[config.mk]
export PLATFORM = sky130hd
export DESIGN_NAME = vid_serial_coder
export DESIGN_NICKNAME = d
export VERILOG_FILES = /design/src/rtl/vid_serial_pkg.sv /design/src/rtl/vsc_shifter.sv /design/src/rtl/vsc_scrambler.sv /design/src/rtl/vsc_nrzi.sv /design/src/rtl/vid_serial_coder.sv
export SDC_FILE = /design/constraint.sdc
export NUM_CORES = 1
export LEC_CHECK = 0
export ABC_CLOCK_PERIOD_IN_PS = 1700
export BUFFER_PORTS_ARGS = -buffer_cell sky130_fd_sc_hd__buf_4
export CAP_MARGIN = 20
export CORE_MARGIN = 4
export CORE_UTILIZATION = 49
export CTS_BUF_LIST = sky130_fd_sc_hd__clkbuf_8 sky130_fd_sc_hd__clkbuf_16
export CTS_CLUSTER_SIZE = 40
export DETAILED_ROUTE_END_ITERATION = 6
export GPL_TIMING_DRIVEN = 0
export HOLD_SLACK_MARGIN = 0.08
export PLACE_DENSITY = 0.79
export RECOVER_POWER = 50
export SYNTH_ARGS = -nofsm -noshare
export SYNTH_HDL_FRONTEND = slang
export SYNTH_HIERARCHICAL = 1
export SYNTH_SLANG_ARGS = --single-unit
[constraint.sdc]
create_clock -name clk -period 1.7 [get_ports clk]
set_clock_uncertainty 0.2 [all_clocks]
set_input_delay 0.17 -clock clk [delete_from_list [all_inputs] [get_ports clk]]
set_output_delay 0.17 -clock clk [all_outputs]
set_load 0.01 [all_outputs]
[src/rtl/vid_serial_pkg.sv]
// Shared constants for the video serial coder.
// Assumes a 10-bit word and a 9-stage scrambler with a tap at stage 4.
package vid_serial_pkg;
    localparam int WORD_W_DEF  = 10;
    localparam int SCR_LEN_DEF = 9;
    localparam int SCR_TAP_DEF = 4;

    // Selects which bit reaches the output for the given mode flags.
    function automatic logic pick_out(input logic lk, input logic byp,
                                      input logic raw, input logic coded);
        if (!lk)
            return 1'b0;
        return byp ? raw : coded;
    endfunction
endpackage

[src/rtl/vsc_shifter.sv]
// Parallel-to-serial word shifter.
// Captures a word on a load strobe and presents one bit per clock,
// least significant bit first. Assumes a load once every WORD_W clocks.
module vsc_shifter #(
    parameter int WORD_W = 10
) (
    input  logic              clk,
    input  logic              rst_n,
    input  logic              load,
    input  logic [WORD_W-1:0] word,
    output logic              bit_out
);
    localparam int CNT_W = (WORD_W > 1) ? $clog2(WORD_W) : 1;
    localparam logic [CNT_W-1:0] LAST = CNT_W'(WORD_W - 1);

    logic [WORD_W-1:0] sh_q;
    logic [CNT_W-1:0]  phase_q;
    logic              primed_q;

    // Load a new word or move the current one down by one bit.
    always_ff @(posedge clk) begin
        if (!rst_n)
            sh_q <= '0;
        else if (load)
            sh_q <= word;
        else
            sh_q <= {1'b0, sh_q[WORD_W-1:1]};
    end

    // Count the bit position within the current word.
    always_ff @(posedge clk) begin
        if (!rst_n) begin
            phase_q  <= '0;
            primed_q <= 1'b0;
        end else if (load) begin
            phase_q  <= '0;
            primed_q <= 1'b1;
        end else if (phase_q != LAST) begin
            phase_q  <= phase_q + 1'b1;
        end
    end

    assign bit_out = sh_q[0];

    // Loads after the first arrive once every WORD_W bit clocks.
    assert_load_spacing_R1: assert property (@(posedge clk) disable iff (!rst_n)
        (primed_q && load) |-> (phase_q == LAST));

    // The first bit out after a load is the word's least significant bit.
    assert_lsb_first_R2: assert property (@(posedge clk) disable iff (!rst_n)
        load |=> (bit_out == $past(word[0])));
endmodule

[src/rtl/vsc_scrambler.sv]
// Self-synchronizing scrambler: each output bit is the input bit XOR
// the outputs from TAP and LEN bit times earlier. History clears on reset
// and advances every clock; no other control clears it.
module vsc_scrambler #(
    parameter int LEN = 9,
    parameter int TAP = 4
) (
    input  logic clk,
    input  logic rst_n,
    input  logic din,
    output logic dout
);
    logic [LEN-1:0] hist_q;   // hist_q[k] = output from k+1 bit times ago

    // Feedback from the two tap positions.
    always_comb begin
        dout = din ^ hist_q[TAP-1] ^ hist_q[LEN-1];
    end

    // Push the newest scrambled bit into the history.
    always_ff @(posedge clk) begin
        if (!rst_n)
            hist_q <= '0;
        else
            hist_q <= {hist_q[LEN-2:0], dout};
    end

    // A zero input with a zero history keeps the history at zero.
    assert_zero_stays_zero_R3: assert property (@(posedge clk) disable iff (!rst_n)
        (!din && hist_q == '0) |=> (hist_q == '0));
endmodule

[src/rtl/vsc_nrzi.sv]
// NRZ to NRZI encoder (x+1): a one inverts the line level and a zero
// holds it. Presents the level after the current bit has been applied.
module vsc_nrzi (
    input  logic clk,
    input  logic rst_n,
    input  logic din,
    output logic level,
    output logic level_next
);
    logic lvl_q;

    // Next level after this bit.
    always_comb begin
        level_next = lvl_q ^ din;
    end

    // Store the line level.
    always_ff @(posedge clk) begin
        if (!rst_n)
            lvl_q <= 1'b0;
        else
            lvl_q <= level_next;
    end

    assign level = lvl_q;
endmodule

[src/rtl/vid_serial_coder.sv]
// Top: shifter -> scrambler -> NRZI, with a bypass mux, a lock mute and
// registered true/complement outputs. Coding state keeps advancing in
// every mode. Assumes word_load arrives once every WORD_W bit clocks.
module vid_serial_coder
    import vid_serial_pkg::*;
#(
    parameter int WORD_W  = WORD_W_DEF,
    parameter int SCR_LEN = SCR_LEN_DEF,
    parameter int SCR_TAP = SCR_TAP_DEF
) (
    input  logic              clk,
    input  logic              rst_n,
    input  logic [WORD_W-1:0] par_word,
    input  logic              word_load,
    input  logic              bypass,
    input  logic              locked,
    output logic              ser_out,
    output logic              ser_out_n
);
    logic raw_bit;
    logic scr_bit;
    logic nrzi_level;
    logic nrzi_next;
    logic out_q;

    vsc_shifter #(.WORD_W(WORD_W)) u_shift (
        .clk     (clk),
        .rst_n   (rst_n),
        .load    (word_load),
        .word    (par_word),
        .bit_out (raw_bit)
    );

    vsc_scrambler #(.LEN(SCR_LEN), .TAP(SCR_TAP)) u_scr (
        .clk   (clk),
        .rst_n (rst_n),
        .din   (raw_bit),
        .dout  (scr_bit)
    );

    vsc_nrzi u_nrzi (
        .clk        (clk),
        .rst_n      (rst_n),
        .din        (scr_bit),
        .level      (nrzi_level),
        .level_next (nrzi_next)
    );

    // Register the selected, possibly muted, line bit.
    always_ff @(posedge clk) begin
        if (!rst_n)
            out_q <= 1'b0;
        else
            out_q <= pick_out(locked, bypass, raw_bit, nrzi_next);
    end

    assign ser_out   = out_q;
    assign ser_out_n = ~out_q;

    // A lock drop mutes the output on the next edge.
    assert_mute_R6: assert property (@(posedge clk) disable iff (!rst_n)
        !locked |=> !ser_out);

    // Bypass passes the raw bit through.
    assert_bypass_raw_R5: assert property (@(posedge clk) disable iff (!rst_n)
        (locked && bypass) |=> (ser_out == $past(raw_bit)));

    // A scrambled zero holds the line level.
    assert_nrzi_hold_R4: assert property (@(posedge clk) disable iff (!rst_n)
        (locked && !bypass && !scr_bit) |=> (ser_out == $past(nrzi_level)));

    // A scrambled one inverts the line level.
    assert_nrzi_flip_R4: assert property (@(posedge clk) disable iff (!rst_n)
        (locked && !bypass && scr_bit) |=> (ser_out != $past(nrzi_level)));
endmodule

# ---- Word level (Yosys, flattened, before mapping)
# Cells that the tools add are included.
# Widths: inputs -> output; s select.
dict set report classes {
  n_mux 6
  bitwise 4
  n_reduce_logical 1
}
# operator count
set ops {}
lappend ops {{$mux 9} 1}
lappend ops {{$mux 1} 5}
lappend ops {{$xor 1x1->1} 3}
lappend ops {{$reduce_and 2->1} 1}
lappend ops {{$not 1->1} 1}
dict set report totals {
  register_bits 21
  inputBits 15
  output_inout_bits 2
}

# ---- Longest topological paths before layout
# Gate-level depths: netlist (run 1).
dict set report depth {
  depth_word 5
  mapped_depth 5
  depth_no_buf 5
}

# ---- Hierarchy
# The synthesis (run 1) kept the hierarchy.
# mod instances cells_per_inst area_each_um2 seq_area_each_um2
set modules_own_cells {}
lappend modules_own_cells {vsc_shifter 1 30 365.4 200.2}
lappend modules_own_cells {vsc_scrambler 1 21 277.8 180.2}
lappend modules_own_cells {vid_serial_coder 1 5 41.3 20.0}
lappend modules_own_cells {vsc_nrzi 1 3 35.0 20.0}

# ---- Worst setup path after synthesis (run 1)
# OpenSTA, ideal clock, no wires.
dict set report synth_path {
  kind {register to register}
  startpoint {register u_shift.sh_q[0]}
  endpoint {register out_q, in the netlist ser_out}
  arrival_ns 0.941
  slack_ns 0.444
  path_stages_with_launch 6
  n_path_buf 0
  cell_sequence {dfxtp_1 -> xnor2_1 -> xnor2_1 -> xor2_1 -> mux2i_1 -> nor2_1}
}
dict set report synth_via {
  elab_chain_len 5
}
# item line_no
set synth_lines {}
lappend synth_lines {{start: declaration} vsc_shifter.sv:16} ;# logic [WORD_W-1:0] sh_q;
lappend synth_lines {{start signal: assignment} vsc_shifter.sv:25} ;# sh_q <= word;
lappend synth_lines {{start signal: assignment} vsc_shifter.sv:27} ;# sh_q <= {1'b0, sh_q[WORD_W-1:1]};
lappend synth_lines {{$xor 1x1->1 (2 in series)} vsc_scrambler.sv:17} ;# dout = din ^ hist_q[TAP-1] ^ hist_q[LEN-1];
lappend synth_lines {{via scr_bit} vid_serial_coder.sv:21} ;# logic scr_bit;
lappend synth_lines {{$xor 1x1->1} vsc_nrzi.sv:14} ;# level_next = lvl_q ^ din;
lappend synth_lines {{via nrzi_next} vid_serial_coder.sv:23} ;# logic nrzi_next;
lappend synth_lines {{$mux 1 (2 in series)} vid_serial_pkg.sv:13} ;# return byp ? raw : coded;
lappend synth_lines {{end signal: assignment} vid_serial_coder.sv:54} ;# out_q <= pick_out(locked, bypass, raw_bit, nrzi_next);
lappend synth_lines {{end: declaration} vid_serial_coder.sv:24} ;# logic out_q;
# The timed path passes the listed nets, and every way through them passes these cells.
# A chain may end at the register's enable or synchronous reset.

# ---- Worst setup path in the final report (run 1)
dict set report layout_path {
  startpoint {input par_word[4]}
  endpoint {register u_shift.sh_q[4]}
}
dict set report layout_via {
  elab_chain_len 1
}
# item line_no
set layout_lines {}
lappend layout_lines {{start: declaration} vid_serial_coder.sv:13} ;# input logic [WORD_W-1:0] par_word,
lappend layout_lines {{$mux 9} vsc_shifter.sv:24} ;# else if (load)
# Every way passes these cells.

==> results of run 1 <==
-- routing by layer --
layer | GRT usage, % | up-vias | routed length (um)
met2 | 36.5 | 17 | 968
li1 | - | 269 | -
met4 | 8.52 | 0 | 8
met5 | 0 | - | 0
met3 | 3.52 | 2 | 78
met1 | 17.9 | 250 | 626
-- kinds of logic (layout without fill, tap and decap cells) --
family                 after synthesis  in the layout
flip-flops                          21             21
AND/OR/NAND/NOR                     22             22
multiplexers                        11             11
buffers and inverters                2             42
XOR/XNOR                             3              3
-- power groups by stage --
stage          Sequential (mW)  Clock [mW]  Combinational [mW]
4_1_cts                  0.517       0.315               0.125
5_1_grt                  0.519       0.334               0.135
6_report                 0.518       0.307               0.124
2_1_floorplan            0.527           0              0.0425
3_5_place_dp             0.528           0              0.0788
3_3_place_gp             0.528           0              0.0767
-- state kept, by name, summed over array words and instances, names as in the netlist --
| name | flops |
|---|---|
| u_shift/sh_q | 10 |
| u_scr/hist_q | 9 |
| ser_out | 1 |
| u_nrzi/level | 1 |
-- final cells by class --
| class | instances | area [um2] | share of cell area, % |
|---|---|---|---|
| Buffer | 1 | 11.3 | 1.02 |
| Inverter | 1 | 3.75 | 0.339 |
| Tap cell | 15 | 18.8 | 1.70 |
| Timing Repair Buffer | 36 | 323 | 29.2 |
| Sequential cell | 21 | 420 | 38.0 |
| Clock buffer | 3 | 41.3 | 3.73 |
| Multi-Input combinational cell | 36 | 284 | 25.7 |
| Clock inverter | 1 | 3.75 | 0.339 |
-- cell usage in the layout, fill, tap and decap left out --
cell type	count
sky130_fd_sc_hd__inv_1	2
sky130_fd_sc_hd__mux2i_1	10
sky130_fd_sc_hd__mux2_2	1
sky130_fd_sc_hd__nor2_1	1
sky130_fd_sc_hd__xnor2_1	2
sky130_fd_sc_hd__clkbuf_1	1
sky130_fd_sc_hd__clkbuf_8	3
sky130_fd_sc_hd__clkdlybuf4s25_1	1
sky130_fd_sc_hd__and2_2	8
sky130_fd_sc_hd__dfxtp_1	21
sky130_fd_sc_hd__xor2_1	1
sky130_fd_sc_hd__and3_2	1
sky130_fd_sc_hd__buf_4	12
sky130_fd_sc_hd__buf_6	2
sky130_fd_sc_hd__nor2b_1	9
sky130_fd_sc_hd__nand2_1	1
sky130_fd_sc_hd__dlygate4sd3_1	20
sky130_fd_sc_hd__and2_1	1
sky130_fd_sc_hd__and2b_2	1
sky130_fd_sc_hd__clkbuf_4	1
-- worst register-to-register path, stage by stage (launching register included) --
cell                      delay, ns
sky130_fd_sc_hd__dfxtp_1       0.33
sky130_fd_sc_hd__xnor2_1       0.25
sky130_fd_sc_hd__xnor2_1       0.17
sky130_fd_sc_hd__xor2_1        0.19
sky130_fd_sc_hd__mux2i_1       0.09
sky130_fd_sc_hd__nor2_1        0.08
-- what timing repair did --
action,CTS,global route
setup endpoints to repair,0,5
endpoints found under the hold margin,16,0
hold buffers,24,0
gates resized for setup,0,2
-- final timing paths --
kind	cells past startpoint	to	from	slack, ns
max	5	u_shift/sh_q[4]$_SDFF_PN0_	par_word[4]	0.02
min	3	u_shift/sh_q[0]$_SDFF_PN0_	word_load	0.11
max reg2reg	5	ser_out$_SDFF_PN0_	u_shift/sh_q[0]$_SDFF_PN0_	0.33
min reg2reg	1	u_scr/hist_q[6]$_SDFF_PN0_	u_scr/hist_q[5]$_SDFF_PN0_	0.25
-- metrics by stage --
step | worst slack [ns] | hold WS [ns] | cell area, um2
2_1_floorplan | 0.444 | 0.0892 | 719
3_3_place_gp | 0.366 | 0.203 | 851
3_5_place_dp | 0.345 | 0.209 | 851
4_1_cts | 0.0112 | 0.252 | 1140
5_1_grt | 0.0104 | 0.154 | 1110
6_report | 0.0216 | 0.110 | 1110
==> summary.txt, run 1 <==
=================================================================================================
Leakage                                                                                  0.504 nW
Instance count of the mapped netlist                                                           59
Post-synthesis area per instance                                                         12.2 um2
Avg Vias per Cell                                                                            4.72
Number of nets in the final layout                                                            115
Arrival time worst endpoint                                                               1.62 ns
Transition time at the pin with the least slew margin                                    0.242 ns
Wire length of the first global-routing pass                                              2630 um
Commonest register cell after synthesis                                              sky130_fd_sc_hd__dfxtp_1
TritonCTS clock tree                                                                          yes
Area share of the largest cell type after synthesis                                         58.4%
Final setup fails                                                                               0
Net Sw Power                                                                             0.195 mW
Type of the worst min-delay path                                                           in2reg
Power share of the combinational group                                                      13.0%
Post-Route Utilization                                                                      82.9%
Total number of clock tree sinks                                                               21
Dominant combinational cell family by area after synthesis                           simple AND/OR/NAND/NOR gates
Max-slew headroom at the worst pin                                                          83.7%
Number of distinct library cell variants in the gate-level netlist after synthesis             14
Residual DRC count                                                                              0
Clock power share                                                                           32.3%
Weighted congestion reported at the end of routability-driven placement                     0.648
Area of the die                                                                          2150 um2
Clock transition at the registers of the reported paths                                   0.07 ns
Clock Tree Buf Depth                                                                            2
I/O pin total                                                                                  17
Number of buffers inserted by port buffering                                                   15
Global routing usage summed across all routing layers                                       18.6%
Sequential area share after synthesis                                                       58.4%
Number of endpoints with negative hold slack in the final report                                0
Synth-to-layout area growth                                                                 53.7%
Largest area contributor in the netlist                                              sky130_fd_sc_hd__dfxtp_1
Time the final worst path needs with I/O delays and setup                                 1.68 ns
Via count of the first global-routing pass                                                    607
Biggest fanout along the worst timing path                                                      1
Number of routed nets with antenna violations                                                   0
Ordered list of cells on the worst path                                              dlygate4sd3_1 -> buf_4 -> mux2i_1 -> nor2b_1 -> dlygate4sd3_1
Antenna violations before repair                                                                0
Pin count of the biggest net entering global routing                                           22
Detailed-route via count                                                                      538
Max Clk Rate                                                                              596 MHz
Ratio of cells with drive above 1 in the final layout                                       29.3%
Leading cell type by number of instances after synthesis                             sky130_fd_sc_hd__dfxtp_1
CP endpoint kind                                                                             flop
Final period util                                                                           98.7%
HPWL Detailed                                                                              748 um
Top cells by instance count after synthesis                                          sky130_fd_sc_hd__dfxtp_1 (21), sky130_fd_sc_hd__mux2i_1 (10), sky130_fd_sc_hd__nor2b_1 (9)
Outcome                                                                              finished clean
Effective utilization at floorplan                                                          53.9%
Total of max-cap violations                                                                     0
Area share of xor/xnor cells in the synthesized design                                      3.65%
Compound-Gate Fraction of Synth Area                                                           0%
Number of detailed-routing iterations run before antenna repair                                 4
Async SR Flop Fraction                                                                         0%
Core area                                                                                1330 um2
Simple-gate share of the synthesized area                                                   20.3%
Count of flip-flops with a built-in enable after synthesis                                      0
Share of total power in sequential cells                                                    54.6%
Synthesized area                                                                          719 um2
Syn. warnings                                                                                   6
Required time of the worst setup path                                                     1.64 ns
Postcts setup bufs                                                                              0
Multiplexer fraction of the synthesized cell area                                           15.5%
Post-synthesis sequential element count                                                        21
Cell types occupying the most area after synthesis                                   sky130_fd_sc_hd__dfxtp_1 (58%), sky130_fd_sc_hd__mux2i_1 (14%), sky130_fd_sc_hd__and2_2 (8.3%)
Grt ovf                                                                                         0
Power density over the cells                                                           858 nW/um2
Number of buffers inserted during clock tree synthesis                                          3
Wire length per cell                                                                      14.7 um
Horiz. Die Dim                                                                            46.3 um
Most numerous cell on the critical path                                              sky130_fd_sc_hd__dlygate4sd3_1
Standard cell with the maximum stage delay on the critical path                      sky130_fd_sc_hd__dlygate4sd3_1
Die outline height                                                                        46.3 um
Worst Path Class, Setup                                                                    in2reg
Sw Share                                                                                    20.6%
Antenna cell count                                                                              0
Largest delay share family, worst path                                               buffers and inverters
Mapped Nets                                                                                    74
Fill cell count                                                                                76
RSZ-0062 raised after global routing                                                           no
Slowest stage delay, CP                                                                   0.56 ns
IR drop worst, VDD                                                                     0.000759 V
Deepest level of the CTS H-tree                                                                 1
Total placed cells including tap cells                                                         89
Total power consumption of the routed design                                             0.949 mW
Synth Area in Adders                                                                           0%
Max-slew violation count                                                                        0
Clock latency on the worst-skew pair                                                      0.25 ns
Nature of the critical path startpoint                                               primary input
Non-Filler Instances                                                                          114
Total routed wirelength                                                                   1680 um
Number of buffers and inverters on the critical path                                            3
Internal portion of total power                                                          0.753 mW
Accumulated negative setup slack                                                             0 ns
First-iteration detailed-routing DRC count                                                      9
CTS Root Buffer Type                                                                 sky130_fd_sc_hd__clkbuf_8
# rows                                                                                         13
=================================================================================================
Power figures use the tool's default switching activity.
==> run 2, diff against run 1 <==
--- a/config.mk
+++ b/config.mk
@@ -6,16 +6,16 @@
 export NUM_CORES = 1
 export LEC_CHECK = 0
 export ABC_CLOCK_PERIOD_IN_PS = 1700
-export BUFFER_PORTS_ARGS = -buffer_cell sky130_fd_sc_hd__buf_4
 export CAP_MARGIN = 20
-export CORE_MARGIN = 4
-export CORE_UTILIZATION = 49
+export CORE_AREA = 4 4 41 43
 export CTS_BUF_LIST = sky130_fd_sc_hd__clkbuf_8 sky130_fd_sc_hd__clkbuf_16
 export CTS_CLUSTER_SIZE = 40
 export DETAILED_ROUTE_END_ITERATION = 6
+export DIE_AREA = 0 0 45 47
+export DONT_BUFFER_PORTS = 1
 export GPL_TIMING_DRIVEN = 0
 export HOLD_SLACK_MARGIN = 0.08
-export PLACE_DENSITY = 0.79
+export PLACE_DENSITY = 0.74
 export RECOVER_POWER = 50
 export SYNTH_ARGS = -nofsm -noshare
 export SYNTH_HDL_FRONTEND = slang
==> constraint.sdc (replaced) <==
create_clock -name clk -period 1.7 [get_ports clk]
set_clock_uncertainty 0.2 [all_clocks]
set_input_delay 0.34 -clock clk [delete_from_list [all_inputs] [get_ports clk]]
set_output_delay 0.34 -clock clk [all_outputs]
set_load 0.01 [all_outputs]
==> run 2 against run 1 <==
Against the previous run:
- first-iteration DRC count fell by 100%
- final cell count shrank 19%
- register-to-register slack hardly changed
- critical path type unchanged
- setup slack better by 0.12 ns
- critical endpoint is now ser_out$_SDFF_PN0_
==> summary.txt, run 2 (synthesis gave the netlist of run 1 again) <==
======================================================================================
Deepest level of the CTS H-tree                                                      1
Number of buffers inserted by port buffering                                         0
CTS Root Buffer Type                                                      sky130_fd_sc_hd__clkbuf_8
Residual DRC count                                                                   0
Area of the die                                                               2120 um2
Worst hold stages                                                                    2
Number of detailed-routing iterations run before antenna repair                      1
Effective utilization at floorplan                                               55.3%
TritonCTS clock tree                                                               yes
Transition time at the pin with the least slew margin                         0.487 ns
Grt ovf                                                                              0
Power density over the cells                                                981 nW/um2
Clock transition at the registers of the reported paths                        0.07 ns
Clock Tree Buf Depth                                                                 2
Wire length of the first global-routing pass                                   1970 um
Synth-to-layout area growth                                                      28.5%
Detailed-route via count                                                           432
Final hold slack                                                              0.170 ns
Arrival time worst endpoint                                                    1.51 ns
Max-slew violation count                                                             0
# rows                                                                              13
Total power consumption of the routed design                                  0.907 mW
Worst Reg-to-Reg Cells                                                               5
Required time of the worst setup path                                          1.65 ns
Cell area after layout                                                         925 um2
Number of endpoints with negative hold slack in the final report                     0
Number of nets in the final layout                                                  93
Leakage                                                                       0.396 nW
Horiz. Die Dim                                                                   45 um
Final critical-path setup slack                                               0.143 ns
Commonest non-fill, non-tap cell in the layout                            sky130_fd_sc_hd__dfxtp_1
Post-placement cell area                                                       738 um2
HPWL Detailed                                                                   622 um
First-iteration detailed-routing DRC count                                           0
Number of buffers inserted during clock tree synthesis                               3
I/O pin total                                                                       17
Final period util                                                                91.6%
Time the final worst path needs with I/O delays and setup                      1.56 ns
Registers with the most flip-flops                                        u_shift/sh_q (10), u_scr/hist_q (9)
Accumulated negative setup slack                                                  0 ns
Weighted congestion reported at the end of routability-driven placement          0.632
Number of routed nets with antenna violations                                        0
Max reg flops                                                                       10
CP endpoint kind                                                                  flop
Global routing usage summed across all routing layers                            14.1%
Biggest fanout along the worst timing path                                           1
Antenna cell count                                                                   0
Ratio of cells with drive above 1 in the final layout                            20.8%
Type of the worst min-delay path                                                in2reg
Total number of clock tree sinks                                                    21
Via count of the first global-routing pass                                         458
Commonest non-fill, non-tap cells in the layout                           sky130_fd_sc_hd__dfxtp_1 (21), sky130_fd_sc_hd__dlygate4sd3_1 (13), sky130_fd_sc_hd__mux2i_1 (10)
Max Clk Rate                                                                   642 MHz
Antenna violations before repair                                                     0
Outcome                                                                   finished clean
Avg Vias per Cell                                                                 4.70
IR drop worst, VDD                                                          0.000686 V
Fill cell count                                                                    101
Max-slew headroom at the worst pin                                               67.5%
RSZ-0062 raised after global routing                                                no
Total routed wirelength                                                        1150 um
Total of max-cap violations                                                          0
Pre-CTS WS                                                                    0.336 ns
Total placed cells including tap cells                                              74
Pin count of the biggest net entering global routing                                20
Register bank with the most flops                                         u_shift/sh_q
Clock latency on the worst-skew pair                                           0.25 ns
Wire length per cell                                                           12.5 um
Die outline height                                                               47 um
Non-Filler Instances                                                                92
Nature of the critical path startpoint                                    primary input
Final setup fails                                                                    0
Post-Route Utilization                                                           71.1%
Core area                                                                     1300 um2
Worst Path Class, Setup                                                         in2reg
======================================================================================
## run 2: cell types whose count changed in the layout (fill, tap and decap cells not counted), sizes merged
cell	delta
inv	-1
buf	-13
dlygate4sd3	-7
clkinv	+1
clkbuf	-2
## run 2: report_power, final
| part | leakage [nW] | switching [mW] | internal [mW] |
|---|---|---|---|
| Sequential | 0.172 | 0.00653 | 0.511 |
| Combinational | 0.199 | 0.0290 | 0.0494 |
| Clock | 0.0255 | 0.148 | 0.163 |
| Total | 0.396 | 0.184 | 0.723 |
## run 2: routing by layer
| metal | wire (um) | up-vias | GRT usage, % |
|---|---|---|---|
| li1 | - | 225 | - |
| met1 | 510 | 190 | 15.6 |
| met2 | 525 | 17 | 22.0 |
| met3 | 110 | 0 | 8.81 |
| met4 | 0 | 0 | 5.26 |
| met5 | 0 | - | 0 |
## run 2: critical path, cell delays in order
cell and delay [ns]:
sky130_fd_sc_hd__dlygate4sd3_1 0.54, sky130_fd_sc_hd__nand2_1 0.05, sky130_fd_sc_hd__dlygate4sd3_1 0.53, sky130_fd_sc_hd__nor2_1 0.04
## run 2: worst paths after layout
path	from	endpoint	slack, ns
max	locked	ser_out$_SDFF_PN0_	0.14
min	rst_n	u_scr/hist_q[0]$_SDFF_PN0_	0.17
max reg2reg	u_shift/sh_q[0]$_SDFF_PN0_	ser_out$_SDFF_PN0_	0.32
min reg2reg	u_scr/hist_q[4]$_SDFF_PN0_	u_scr/hist_q[5]$_SDFF_PN0_	0.25
## run 2: layout make-up
class	count	area (um2)	share of cell area, %
well taps	15	18.8	2.03
flip-flops and latches	21	420	45.5
clock inverters	1	5.00	0.541
plain buffers	1	11.3	1.22
repair buffers	14	140	15.2
clock buffers	3	41.3	4.47
multi-input cells	36	284	30.7
inverters	1	3.75	0.406
## run 2: timing repair
action                                  in CTS  in global routing
hold endpoints to repair                    20                  0
setup buffers                                0                  0
endpoints found under the setup margin       0                  1
gates resized for setup                      0                  1
hold buffers                                14                  0
